===== src/rtl/raf_pkg.sv =====
// Shared constants, types and the address hash function for the
// receive address filter. Assumes addresses carry their first byte in
// the top eight bits.
package raf_pkg;

    localparam int MAC_W       = 48;
    localparam int MAC_BYTES   = 6;
    localparam int ENTRY_BYTES = 6;
    localparam int LEN_FLOOR   = 5;
    localparam logic [31:0] CRC_POLY = 32'h04C11DB7;

    typedef logic [MAC_W-1:0] mac_t;

    // Which rule settled a frame's verdict
    typedef enum logic [2:0] {
        CLS_SHORT = 3'd0,
        CLS_ALL   = 3'd1,
        CLS_BCAST = 3'd2,
        CLS_GROUP = 3'd3,
        CLS_UNI   = 3'd4
    } frame_cls_e;

    // CRC register over the six address bytes, first byte first, each byte
    // least-significant bit first, starting from all ones, no final inversion.
    function automatic logic [31:0] mac_crc(input mac_t mac);
        logic [31:0] c;
        logic        fb;
        c = '1;
        for (int i = 0; i < MAC_BYTES; i++) begin
            for (int b = 0; b < 8; b++) begin
                fb = c[31] ^ mac[MAC_W - 8*(i+1) + b];
                c  = {c[30:0], 1'b0} ^ (fb ? CRC_POLY : 32'h0);
            end
        end
        return c;
    endfunction

endpackage


===== src/rtl/raf_hash_index.sv =====
// Maps an address to its hash bin: CRC bits starting at bit 2.
// Purely combinational; assumes HASH_W <= 30.
module raf_hash_index
    import raf_pkg::*;
#(
    parameter int HASH_W = 6
) (
    input  mac_t              mac,
    output logic [HASH_W-1:0] bin
);

    // Pick the bin field out of the address CRC
    assign bin = HASH_W'(mac_crc(mac) >> 2);

endmodule


===== src/rtl/raf_mcast_table.sv =====
// Multicast hash table and its load path. A load strobe clears every bin
// and arms an entry budget of bytes/6 (capped); each valid entry beat
// inside the budget sets one bin. Assumes the list arrives after the strobe.
module raf_mcast_table
    import raf_pkg::*;
#(
    parameter int TBL_BITS    = 64,
    parameter int MAX_ENTRIES = 64,
    parameter int CNT_W       = 16
) (
    input  logic                clk,
    input  logic                rst_n,
    input  logic                load_start,
    input  logic [CNT_W-1:0]    load_bytes,
    input  logic                mc_valid,
    input  mac_t                mc_addr,
    output logic                load_busy,
    output logic [TBL_BITS-1:0] table_bits
);

    localparam int HASH_W = $clog2(TBL_BITS);
    localparam int REM_W  = $clog2(MAX_ENTRIES + 1);

    logic [CNT_W-1:0]  n_listed;
    logic [REM_W-1:0]  n_take;
    logic [REM_W-1:0]  remaining;
    logic [HASH_W-1:0] entry_bin;
    logic              set_en;

    // Number of whole addresses in the list, clamped to the budget
    assign n_listed = load_bytes / CNT_W'(ENTRY_BYTES);
    assign n_take   = (n_listed > CNT_W'(MAX_ENTRIES)) ? REM_W'(MAX_ENTRIES)
                                                       : REM_W'(n_listed);

    assign load_busy = (remaining != '0);
    assign set_en    = mc_valid && load_busy && !load_start;

    raf_hash_index #(.HASH_W(HASH_W)) u_entry_hash (
        .mac (mc_addr),
        .bin (entry_bin)
    );

    // Entry budget: armed by the strobe, spent one per accepted beat
    always_ff @(posedge clk) begin
        if (!rst_n)          remaining <= '0;
        else if (load_start) remaining <= n_take;
        else if (set_en)     remaining <= remaining - 1'b1;
    end

    // Hash bins: cleared by the strobe, set by entries inside the budget
    always_ff @(posedge clk) begin
        if (!rst_n || load_start) begin
            table_bits <= '0;
        end else if (set_en) begin
            for (int k = 0; k < TBL_BITS; k++) begin
                if (entry_bin == HASH_W'(k)) table_bits[k] <= 1'b1;
            end
        end
    end

    // a load strobe leaves an empty table behind it
    a_r9_clear_on_load: assert property (@(posedge clk) disable iff (!rst_n)
        $past(load_start) |-> (table_bits == '0));

    // at most one new bin per cycle outside a load strobe
    a_r9_one_bin_per_beat: assert property (@(posedge clk) disable iff (!rst_n)
        $past(rst_n && !load_start) |->
            ($countones(table_bits) <= $countones($past(table_bits)) + 1));

    // beats outside the budget leave the table untouched
    a_r10_idle_no_change: assert property (@(posedge clk) disable iff (!rst_n)
        $past(rst_n && !load_busy && !load_start) |-> $stable(table_bits));

endmodule


===== src/rtl/raf_decide.sv =====
// Per-frame verdict path. Stage one captures the frame and configuration
// on the start strobe; stage two classifies it, looks up the hash bin and
// registers accept/group with a one-cycle valid. Assumes LEN_W >= MIN_W.
module raf_decide
    import raf_pkg::*;
#(
    parameter int TBL_BITS = 64,
    parameter int LEN_W    = 16,
    parameter int MIN_W    = 8
) (
    input  logic                clk,
    input  logic                rst_n,
    input  logic                dec_start,
    input  mac_t                dec_dst,
    input  logic [LEN_W-1:0]    dec_len,
    input  mac_t                sta_addr,
    input  logic                cfg_promisc,
    input  logic                cfg_bc_disable,
    input  logic                cfg_mc_enable,
    input  logic [MIN_W-1:0]    cfg_min_len,
    input  logic [TBL_BITS-1:0] table_bits,
    output logic                dec_valid,
    output logic                dec_accept,
    output logic                dec_group
);

    localparam int HASH_W = $clog2(TBL_BITS);

    logic              s1_v;
    mac_t              s1_dst;
    mac_t              s1_sta;
    logic [LEN_W-1:0]  s1_len;
    logic [MIN_W-1:0]  s1_min;
    logic              s1_pr;
    logic              s1_bcd;
    logic              s1_mce;

    logic [MIN_W-1:0]  eff_min;
    logic              too_short;
    logic [HASH_W-1:0] dst_bin;
    frame_cls_e        cls;
    logic              acc;
    logic              grp;

    // Stage one: capture the frame and the configuration it is judged by
    always_ff @(posedge clk) begin
        if (!rst_n) begin
            s1_v   <= 1'b0;
            s1_dst <= '0;
            s1_sta <= '0;
            s1_len <= '0;
            s1_min <= '0;
            s1_pr  <= 1'b0;
            s1_bcd <= 1'b0;
            s1_mce <= 1'b0;
        end else begin
            s1_v <= dec_start;
            if (dec_start) begin
                s1_dst <= dec_dst;
                s1_sta <= sta_addr;
                s1_len <= dec_len;
                s1_min <= cfg_min_len;
                s1_pr  <= cfg_promisc;
                s1_bcd <= cfg_bc_disable;
                s1_mce <= cfg_mc_enable;
            end
        end
    end

    raf_hash_index #(.HASH_W(HASH_W)) u_dst_hash (
        .mac (s1_dst),
        .bin (dst_bin)
    );

    // Minimum-length gate with the fixed floor
    assign eff_min   = (s1_min < MIN_W'(LEN_FLOOR)) ? MIN_W'(LEN_FLOOR) : s1_min;
    assign too_short = (s1_len < LEN_W'(eff_min));

    // Classify the frame in rule priority order
    always_comb begin
        if (too_short)             cls = CLS_SHORT;
        else if (s1_pr)            cls = CLS_ALL;
        else if (&s1_dst)          cls = CLS_BCAST;
        else if (s1_dst[MAC_W-8])  cls = CLS_GROUP;
        else                       cls = CLS_UNI;
    end

    // Verdict for the chosen class
    always_comb begin
        acc = 1'b0;
        grp = 1'b0;
        case (cls)
            CLS_ALL:   acc = 1'b1;
            CLS_BCAST: begin
                acc = !s1_bcd;
                grp = !s1_bcd;
            end
            CLS_GROUP: begin
                acc = s1_mce && table_bits[dst_bin];
                grp = s1_mce && table_bits[dst_bin];
            end
            CLS_UNI:   acc = (s1_dst == s1_sta);
            default:   acc = 1'b0;
        endcase
    end

    // Stage two: register the verdict, gated by the valid flag
    always_ff @(posedge clk) begin
        if (!rst_n) begin
            dec_valid  <= 1'b0;
            dec_accept <= 1'b0;
            dec_group  <= 1'b0;
        end else begin
            dec_valid  <= s1_v;
            dec_accept <= s1_v && acc;
            dec_group  <= s1_v && grp;
        end
    end

    // every verdict traces back to a start two edges earlier
    a_r2_valid_from_start: assert property (@(posedge clk) disable iff (!rst_n)
        dec_valid |-> $past(dec_start, 2));

    // no verdict bits without a valid
    a_r2_quiet_when_idle: assert property (@(posedge clk) disable iff (!rst_n)
        !dec_valid |-> (!dec_accept && !dec_group));

    // short frames never pass
    a_r3_short_rejected: assert property (@(posedge clk) disable iff (!rst_n)
        (dec_valid && ($past(dec_len, 2) < LEN_W'(LEN_FLOOR))) |-> !dec_accept);

    // promiscuous frames of legal length always pass
    a_r4_promisc_accepts: assert property (@(posedge clk) disable iff (!rst_n)
        (dec_valid && $past(cfg_promisc, 2)
         && ($past(dec_len, 2) >= LEN_W'({MIN_W{1'b1}}))) |-> dec_accept);

    // the group flag only marks accepted frames
    a_r5_group_needs_accept: assert property (@(posedge clk) disable iff (!rst_n)
        dec_group |-> dec_accept);

endmodule


===== src/rtl/rx_addr_filter.sv =====
// Receive address filter top: joins the multicast table load path and the
// per-frame verdict path. Configuration and station address come from
// registers outside this block.
module rx_addr_filter
    import raf_pkg::*;
#(
    parameter int TBL_BITS    = 64,
    parameter int MAX_ENTRIES = 64,
    parameter int CNT_W       = 16,
    parameter int LEN_W       = 16,
    parameter int MIN_W       = 8
) (
    input  logic             clk,
    input  logic             rst_n,
    input  logic             cfg_promisc,
    input  logic             cfg_bc_disable,
    input  logic             cfg_mc_enable,
    input  logic [MIN_W-1:0] cfg_min_len,
    input  logic [47:0]      sta_addr,
    input  logic             load_start,
    input  logic [CNT_W-1:0] load_bytes,
    input  logic             mc_valid,
    input  logic [47:0]      mc_addr,
    output logic             load_busy,
    input  logic             dec_start,
    input  logic [47:0]      dec_dst,
    input  logic [LEN_W-1:0] dec_len,
    output logic             dec_valid,
    output logic             dec_accept,
    output logic             dec_group
);

    logic [TBL_BITS-1:0] table_bits;

    raf_mcast_table #(
        .TBL_BITS    (TBL_BITS),
        .MAX_ENTRIES (MAX_ENTRIES),
        .CNT_W       (CNT_W)
    ) u_table (
        .clk        (clk),
        .rst_n      (rst_n),
        .load_start (load_start),
        .load_bytes (load_bytes),
        .mc_valid   (mc_valid),
        .mc_addr    (mc_addr),
        .load_busy  (load_busy),
        .table_bits (table_bits)
    );

    raf_decide #(
        .TBL_BITS (TBL_BITS),
        .LEN_W    (LEN_W),
        .MIN_W    (MIN_W)
    ) u_decide (
        .clk            (clk),
        .rst_n          (rst_n),
        .dec_start      (dec_start),
        .dec_dst        (dec_dst),
        .dec_len        (dec_len),
        .sta_addr       (sta_addr),
        .cfg_promisc    (cfg_promisc),
        .cfg_bc_disable (cfg_bc_disable),
        .cfg_mc_enable  (cfg_mc_enable),
        .cfg_min_len    (cfg_min_len),
        .table_bits     (table_bits),
        .dec_valid      (dec_valid),
        .dec_accept     (dec_accept),
        .dec_group      (dec_group)
    );

endmodule


===== config.mk =====
export PLATFORM = sky130hd
export DESIGN_NAME = rx_addr_filter
export DESIGN_NICKNAME = d
export VERILOG_FILES = /design/src/rtl/raf_pkg.sv /design/src/rtl/raf_hash_index.sv /design/src/rtl/raf_mcast_table.sv /design/src/rtl/raf_decide.sv /design/src/rtl/rx_addr_filter.sv
export SDC_FILE = /design/constraint.sdc
export NUM_CORES = 1
export LEC_CHECK = 0
export ABC_AREA = 1
export BUFFER_PORTS_ARGS = -buffer_cell sky130_fd_sc_hd__buf_2
export CAP_MARGIN = 15
export CORE_MARGIN = 1.5
export CORE_UTILIZATION = 60
export DETAILED_ROUTE_END_ITERATION = 7
export HOLD_SLACK_MARGIN = 0.15
export PLACE_DENSITY = 0.81
export SYNTH_ARGS = -nofsm -noshare
export SYNTH_HDL_FRONTEND = slang
export SYNTH_SLANG_ARGS = --single-unit

===== constraint.sdc =====
create_clock -name clk -period 6.4 [get_ports clk]
set_input_delay 0 -clock clk [delete_from_list [all_inputs] [get_ports clk]]
set_output_delay 0 -clock clk [all_outputs]
set_load 0.005 [all_outputs]

* Yosys cells after proc, flatten, opt, wreduce, memory -nomap -nowiden *
Index checks and enable logic that the tools add are counted.

storage, ports and cells
  register bits = 198
  input bits = 192
  output and inout bits = 4
  word-level logic and storage cells = 525

cells by class
  add/subtract/negate cells = 1
  divide/modulo/power cells = 1
  magnitude comparators = 4
  eq/ne operators = 68
  mux-type cells = 108
  bitwise operators = 190
  reductions and logical operators = 77

operators with widths
  kind                   count
  $xor 32x27->32         92
  $mux 27                94
  $eq 6x6->1 const B     32
  $reduce_and 2->1       64
  $eq 6x5->1 const B     16
  $xor 1x1->1            94
  $not 26->31            2
  $eq 48x48->1           1
  $eq 6x4->1 const B     8
  $reduce_and 48->1      1
  $eq 6x3->1 const B     4
  $mux 8                 3
  $mux 7                 3
  $div 16x3->16 const B  1
  $gt 16x7->1 const B    1
  $lt 16x8->1            1
  $xor 8x8->8            2
  $eq 6x2->1 const B     2
  $mux 3                 4
  $lt 8x3->1 const B     1
  $lt 6x7->1 const B     1
  $reduce_bool 7->1      1
  $sub 7x1->7 const B    1
  $bmux 1 s6             1
  other kinds (12)       19

* Longest topological paths before layout *
Gate-level depths: netlist of the first run.

  word-level depth = 148
  mapped depth = 47

* Modules after synthesis *
A second synthesis of the first run with hierarchy kept.

second synthesis, totals
  cell total of the unflattened synthesis = 3558
  area, all modules = 20219.4 um^2

by module, submodules not included
  module           times used  cells an instance  area each (um^2)  sequential area each (um^2)
  raf_hash_index   2           1135               5542.8            0.0
  raf_decide       1           850                5940.7            2542.4
  raf_mcast_table  1           438                3193.1            1421.4

* Least setup slack after synthesis of the first run *
OpenSTA, ideal clock, no wires.

  path kind = register to register
  start = register u_decide.s1_dst[41]
  end = register u_decide.dec_accept
  arrival time = 4.735 ns
  required time = 6.291 ns
  setup slack = 1.556 ns
  stages on the path, launching flop included = 40
  period minus slack after synthesis = 4.844 ns
  cell sequence = dfxtp_1 ha_1 xnor2_1 xor2_1 inv_1 xor2_1 inv_2 nand2_1 nand2_1 inv_2 nand2_1 nand2_1 nand2_1 nand2_1 nand2_1 nand2_1 nand3_1 nand2_1 (+4 left out) nand2_1 nand2_1 inv_1 nand3_1 nand2_1 nand2_1 nand2_1 inv_2 buf_2 nand3_1 nand3_1 nand3_1 nand3_1 nand3_1 nand3_1 nand3_1 nand2_1 inv_1

between the ends
  cells in the longest elaborated chain, start to end = 68

ends and longest elaborated chain
  what                                           line                          text
  start, declared                                raf_decide.sv:30              mac_t s1_dst;
  start signal, assigned                         raf_decide.sv:59              s1_dst <= dec_dst;
  $xor 1x1->1                                    raf_pkg.sv:31                 fb = c[31] ^ mac[MAC_W - 8*(i+1) + b];
  $mux 27                                        raf_pkg.sv:32                 c = {c[30:0], 1'b0} ^ (fb ? CRC_POLY : 32'h0);
  $xor 32x27->32 (6 in series)                   raf_pkg.sv:32
  $xor 1x1->1 or $xor 32x27->32 (tied branches)  raf_pkg.sv:31, raf_pkg.sv:32
  $mux 27 or $xor 32x27->32 (tied branches)      raf_pkg.sv:32
  $xor 32x27->32                                 raf_pkg.sv:32
  $xor 32x27->32 or $xor 1x1->1 (tied branches)  raf_pkg.sv:32, raf_pkg.sv:31
  $xor 32x27->32, or another cell as far along   raf_pkg.sv:32
  (+47 left out)                                 --
  $mux 27, or another cell as far along          raf_pkg.sv:32
  $xor 32x27->32 or $mux 8 (tied branches)       raf_pkg.sv:32
  $xor 8x8->8                                    raf_pkg.sv:32
  $bmux 1 s6                                     raf_decide.sv:99              acc = s1_mce && table_bits[dst_bin];
  $mux 1 (not written as such)                   raf_decide.sv:99
  $logic_and 1x1->1                              raf_decide.sv:99
  $pmux 1 s4 (*)                                 raf_decide.sv:92              case (cls)
  $logic_and 1x1->1 (*)                          raf_decide.sv:115             dec_accept <= s1_v && acc;
  end signal, assigned                           raf_decide.sv:115
  end, declared                                  raf_decide.sv:23              output logic dec_accept,

Mark *: on every way between the ends. The rest lies on a longest branch, timed or not. The select of a mux whose other input is x is not followed.
A chain may end at the register's enable or synchronous reset.

* Worst setup path after layout of the first run *
Ends and elaborated chain as after synthesis.

==> results of run 1 <==
==> layout make-up <==
cell class,instances,area share
Antenna cell,4,0.0005079
Tap cell,341,0.02165
Clock inverter,11,0.005777
Multi-Input combinational cell,1936,0.5714
Inverter,268,0.05123
Timing Repair Buffer,347,0.1252
Sequential cell,198,0.2011
Clock buffer,20,0.02317
==> per-layer routing <==
metal | track usage | part of all wire | up-vias
li1 | - | - | 8390
met1 | 0.4595 | 0.41 | 7873
met2 | 0.6135 | 0.47 | 829
met3 | 0.06273 | 0.078 | 209
met4 | 0.1585 | 0.042 | 0
met5 | 0 | 0 | -
==> metrics by stage <==
| stage | utilization | area, um^2 | setup slack [ps] |
|---|---|---|---|
| finish | 0.7293 | 19710 | 626.1 |
| global placement | 0.6559 | 17730 | 709.0 |
| detailed placement | 0.6559 | 17730 | 421.8 |
| CTS | 0.7281 | 19680 | 401.4 |
| global route | 0.7291 | 19700 | 63.62 |
| floorplan | - | 16590 | 1556 |
==> flip-flops by register name, indices dropped and copies added, names as in the netlist <==
name	flops
u_decide.s1_pr	1
u_decide.s1_mce	1
u_decide.s1_v	1
u_decide.dec_group	1
u_decide.s1_bcd	1
u_table.remaining	7
u_decide.dec_valid	1
u_decide.s1_min	8
u_decide.dec_accept	1
u_table.table_bits	64
u_decide.s1_dst	48
u_decide.s1_sta	48
u_decide.s1_len	16
==> synth_stat cells (8+ instances only) <==
cell	n
a21oi_1	111
a21oi_2	24
buf_2	11
clkbuf_1	46
dfxtp_1	198
ha_1	12
inv_1	250
inv_2	15
nand2_1	652
nand2_2	29
nand2_4	8
nand3_1	225
nand3b_1	12
nand4_1	36
nor2_1	191
nor4_1	10
o21ai_0	149
xnor2_1	148
xnor2_2	8
xor2_1	246
xor2_2	23
==> worst paths after layout <==
check / from / end / slack [ps] / cells past startpoint
hold reg to reg: u_table.table_bits[1]$_SDFFE_PP0P_ / u_table.table_bits[1]$_SDFFE_PP0P_ / 450 / 2
setup reg to reg: u_decide.s1_dst[41]$_SDFFE_PN0P_ / u_decide.dec_accept$_SDFF_PN0_ / 630 / 39
hold / removal: load_bytes[7] / u_table.remaining[5]$_SDFFE_PN0P_ / 190 / 6
setup / recovery: u_decide.s1_dst[41]$_SDFFE_PN0P_ / u_decide.dec_accept$_SDFF_PN0_ / 630 / 39
==> critical path: cells and delay by family (launching register included) <==
family | cells | cell delay (ps)
simple gates | 28 | 3030
buf+inv | 7 | 950
xor+xnor | 3 | 850
flops | 1 | 480
fa+ha+maj | 1 | 360
==> repair_timing <==
action / in CTS / in global routing
endpoints found under the hold margin: 133 / 0
gates resized for setup: 0 / 3
hold buffers: 138 / 0
endpoints found under the setup margin: 0 / 2
==> cells by family after synthesis <==
| kind of cell | after synthesis |
|---|---|
| fa+ha+maj | 12 |
| flops | 198 |
| compound gates | 298 |
| xor+xnor | 438 |
| simple gates | 1187 |
| mux | 1 |
| buf+inv | 340 |
==> impl_results.md, run 1 <==
* Fin crit period at 5774 ps
* Syn avg cell area at 6.705 um^2
* Ys Warns at 0
* Most frequent cells in the layout: nand2_1 (652), inv_1 (250), xor2_1 (245), nand3_1 (225), dfxtp_1 (198)
* IO Port Bufs at 194
* Outcome: complete, no violations
* Clock buffer depth at 2
* Largest net degree at the start of global routing at 125
* DP Cell Count at 2952
* Drt via density at 5.536
* Setup violators final at 0
* Mux cell area share after synthesis at 0.0006035
* Area fraction of the dominant cell type after synthesis at 0.2390
* Slew HR at 0.3028
* Crit Path Max Fanout at 16
* # IOs at 196
* CP Capture Type: flop
* Actual slew at the worst max-slew pin at 1046 ps
* Area Overhead vs Synth at 18.82%
* Number of remaining DRC errors at 0
* Clock skew at 11.16 ps
* Fillers at 2125
* Sum of negative setup slack at 0 ps
* Main combinational cell family by area after synthesis: simple AND/OR/NAND/NOR gates
* GRT Util Overall at 0.3647
* CP Launch Type: flop
* Antenna-violating nets left at 0
* FF/Latch Area at 3964 um^2
* Synth Area in Adders at 0.009052
* WS Path Type: reg -> reg
* Compound-gate portion of the synthesized area at 0.09776
* CP max stage cell: dfxtp_1
* Worst-Skew Late Latency at 460 ps
* Commonest non-fill, non-tap cell in the layout: nand2_1
* Layout cells sized above 1 at 0.1360
* Clk pin slew, worst setup/hold paths at 70 ps
* Final HPWL DP at 36.17 mm
* Final Hold Vio Count at 0
* Largest stage delay on the critical path at 480 ps
* Period utilisation layout at 0.9022
* Starting density of the core at 0.6137
* Vias in the first global route at 16730
* Total congestion overflow at 0
* Synth Instances at 2474
* Die Span Y at 169.3 um
* Number of flops mapped to enable cells by yosys at 0
* GPL Wtd Cong at 0.9568
* Worst Hold Class: in -> reg
* WP data required at 6750 ps
* TritonCTS sink count at 198
* Root buf cell: clkbuf_16
* Max cap viols at 0
* Vias at 17300
* CP most frequent cell: nand2_1
* Post-Layout Cell Count at 3125
* Global-route wire length before repair at 83.30 mm
* Synth Register Bits at 198
* Post-Synth Simple-Gate Area at 0.3103
* Initial drt markers at 1864
* Initial antenna violation count at 2
* Largest area contributor in the netlist: dfxtp_1
* CTS tree: yes
* Mapped cell area at 16590 um^2
* First-pass detailed-route iteration total at 8
* Yosys cell types at 46
* WL/cell at 16.68 um
* Final Net Count at 2972
* Syn_nets at 2678
* Ys async rst share at 0
* Multi-input logic area at 11260 um^2
* RSZ-0062 raised after global routing: false
* Row count at 60
* Sequential-to-total area share from yosys stat at 0.2390
* Top FF cell, synth: dfxtp_1
* Core area at 27030 um^2
* Fin. max-slew vios at 0
* XOR/XNOR share of the synthesized area at 0.2600
* H-Tree Depth at 4
* Die Area at 28650 um^2
* Most area-consuming cells after synthesis: dfxtp_1 (24%), nand2_1 (15%), xor2_1 (13%)
* Min Hold Slack at 189.8 ps
* Crit path DAT at 6130 ps
* Highest clock rate at 0.1732 GHz
* Drt total wl at 52.12 mm
* Number of post-CTS setup repair buffers at 0
* Clock buffer count from CTS at 17
* Die Width at 169.3 um
Power of run 1 is not shown: default switching activity piles up to over one toggle a cycle in this logic, so the estimate is an artifact.
==> run 2: changes to the inputs <==
--- a/config.mk
+++ b/config.mk
@@ -13,6 +13,7 @@
 export DETAILED_ROUTE_END_ITERATION = 7
 export HOLD_SLACK_MARGIN = 0.15
 export PLACE_DENSITY = 0.81
+export RECOVER_POWER = 50
 export SYNTH_ARGS = -nofsm -noshare
 export SYNTH_HDL_FRONTEND = slang
 export SYNTH_SLANG_ARGS = --single-unit
==> run 2 against run 1 <==
  * The run now ends with max-capacitance violations, max-slew violations left
  * Via count fell by 0.10%
  * Non-clock buffer count did not move
  * Global-route usage did not move
  * Count of clock-buffer cells in the layout did not move
  * Routed wire length rose by 0.34%
  * Critical path depth did not move
  * Cell area barely moved
  * Core utilization fell by 0.065 points
  * Maximum frequency barely moved
  * Sequential share of layout area barely moved
  * Sequential cell count did not move
  * Final cell count did not move
  * Critical path type unchanged
  * Critical endpoint unchanged
  * Highest routed layer unchanged
==> impl_results.md, run 2 (same netlist as run 1, synthesis figures left out) <==
* Violated checks: max-capacitance violations, max-slew violations
* Total congestion overflow at 0
* Clock buffer depth at 2
* Final HPWL DP at 36.17 mm
* Crit Path Max Fanout at 16
* Layout cells sized above 1 at 0.1335
* Die Width at 169.3 um
* Die Area at 28650 um^2
* RSZ-0062 raised after global routing: false
* Drt total wl at 52.30 mm
* Die Span Y at 169.3 um
* Multi-input logic area at 11260 um^2
* CP most frequent cell: nand2_1
* Vias in the first global route at 16730
* CP max stage cell: dfxtp_1
* Commonest non-fill, non-tap cell in the layout: nand2_1
* Fin crit period at 5776 ps
* Initial antenna violation count at 2
* WP data required at 6750 ps
* Max reg flops at 64
* Fin. max-slew vios at 282
* WS Path Type: reg -> reg
* FF/Latch Area at 3964 um^2
* # IOs at 196
* Period utilisation layout at 0.9025
* Row count at 60
* CTS tree: yes
* GRT Util Overall at 0.3647
* First-pass detailed-route iteration total at 7
* IO Port Bufs at 194
* Final Hold Vio Count at 0
* Root buf cell: clkbuf_16
* H-Tree Depth at 4
* Max cap viols at 3
* Area Overhead vs Synth at 18.71%
* Clock skew at 9.901 ps
* Outcome: complete, but fails checks
* Largest stage delay on the critical path at 480 ps
* Initial drt markers at 1827
* Worst Hold Class: in -> reg
* Clk pin slew, worst setup/hold paths at 70 ps
* Actual slew at the worst max-slew pin at 4291 ps
* Drt via density at 5.531
* Starting density of the core at 0.6137
* Sum of negative setup slack at 0 ps
* Most frequent cells in the layout: nand2_1 (652), inv_1 (251), xor2_1 (245), nand3_1 (225), dfxtp_1 (198)
* Highest clock rate at 0.1731 GHz
* Number of remaining DRC errors at 0
* Worst-Skew Late Latency at 460 ps
* Crit path DAT at 6130 ps
* Fillers at 2133
* Slew HR at -1.861
* Vias at 17280
* Core area at 27030 um^2
* Setup violators final at 0
* Antenna-violating nets left at 0
* CP Launch Type: flop
* Clock buffer count from CTS at 17
* WL/cell at 16.73 um
* Final Net Count at 2972
* Global-route wire length before repair at 83.30 mm
* TritonCTS sink count at 198
* Top Registers: u_table.table_bits: 64 flops, u_decide.s1_dst: 48 flops, u_decide.s1_sta: 48 flops
* CP Capture Type: flop
* Largest net degree at the start of global routing at 125
* Largest Register: u_table.table_bits
* GPL Wtd Cong at 0.9568
run 2: cell type report:
cell class	instances	area share
Antenna cell	4	0.0005083
Clock buffer	20	0.02319
Clock inverter	11	0.005782
Inverter	268	0.05115
Multi-Input combinational cell	1936	0.5719
Sequential cell	198	0.2013
Tap cell	341	0.02167
Timing Repair Buffer	347	0.1245
run 2: routing by layer:
layer	part of all wire	routed length, um	vias to the layer above	GRT usage
met4	0.041	2155	0	0.1585
met3	0.082	4299	201	0.06273
met1	0.41	21500	7831	0.4595
met5	0	0	-	0
met2	0.47	24340	860	0.6135
li1	-	-	8391	-
run 2: worst paths after layout:
path / startpoint / endpoint / slack, ps / cells after the start
worst min-delay path: load_bytes[1] / u_table.remaining[4]$_SDFFE_PN0P_ / 210 / 6
worst min register to register: u_table.table_bits[1]$_SDFFE_PP0P_ / u_table.table_bits[1]$_SDFFE_PP0P_ / 450 / 2
worst max register to register: u_decide.s1_dst[41]$_SDFFE_PN0P_ / u_decide.dec_accept$_SDFF_PN0_ / 620 / 39
worst max-delay path: u_decide.s1_dst[41]$_SDFFE_PN0P_ / u_decide.dec_accept$_SDFF_PN0_ / 620 / 39
run 2: metrics by stage:
stage / instances / area (um^2) / utilization / hold WS [ps] / setup slack [ps]
2_1_floorplan: 2474 / 16590 / - / 134.9 / 1556
3_3_place_gp: 2952 / 17730 / 0.6559 / 220.7 / 709.0
3_5_place_dp: 2952 / 17730 / 0.6559 / 226.5 / 421.8
4_1_cts: 3121 / 19680 / 0.7281 / 153.5 / 401.4
5_1_grt: 3123 / 19690 / 0.7284 / 298.0 / 63.63
6_report: 3125 / 19690 / 0.7286 / 209.7 / 624.1
run 2: worst max-delay path, delay by kind of cell, from the launching register on:
| kind | cells | cell delay (ps) |
|---|---|---|
| xor+xnor | 3 | 850 |
| buf+inv | 7 | 950 |
| fa+ha+maj | 1 | 360 |
| flops | 1 | 480 |
| simple gates | 28 | 3040 |
run 2: repair_timing:
action | 4_1_cts | 5_1_grt
endpoints found under the setup margin | 0 | 2
setup buffers | 0 | 0
hold endpoints to repair | 133 | 0
hold buffers | 138 | 0
resized for setup | 0 | 3
Power of run 2 is left out for the same reason.
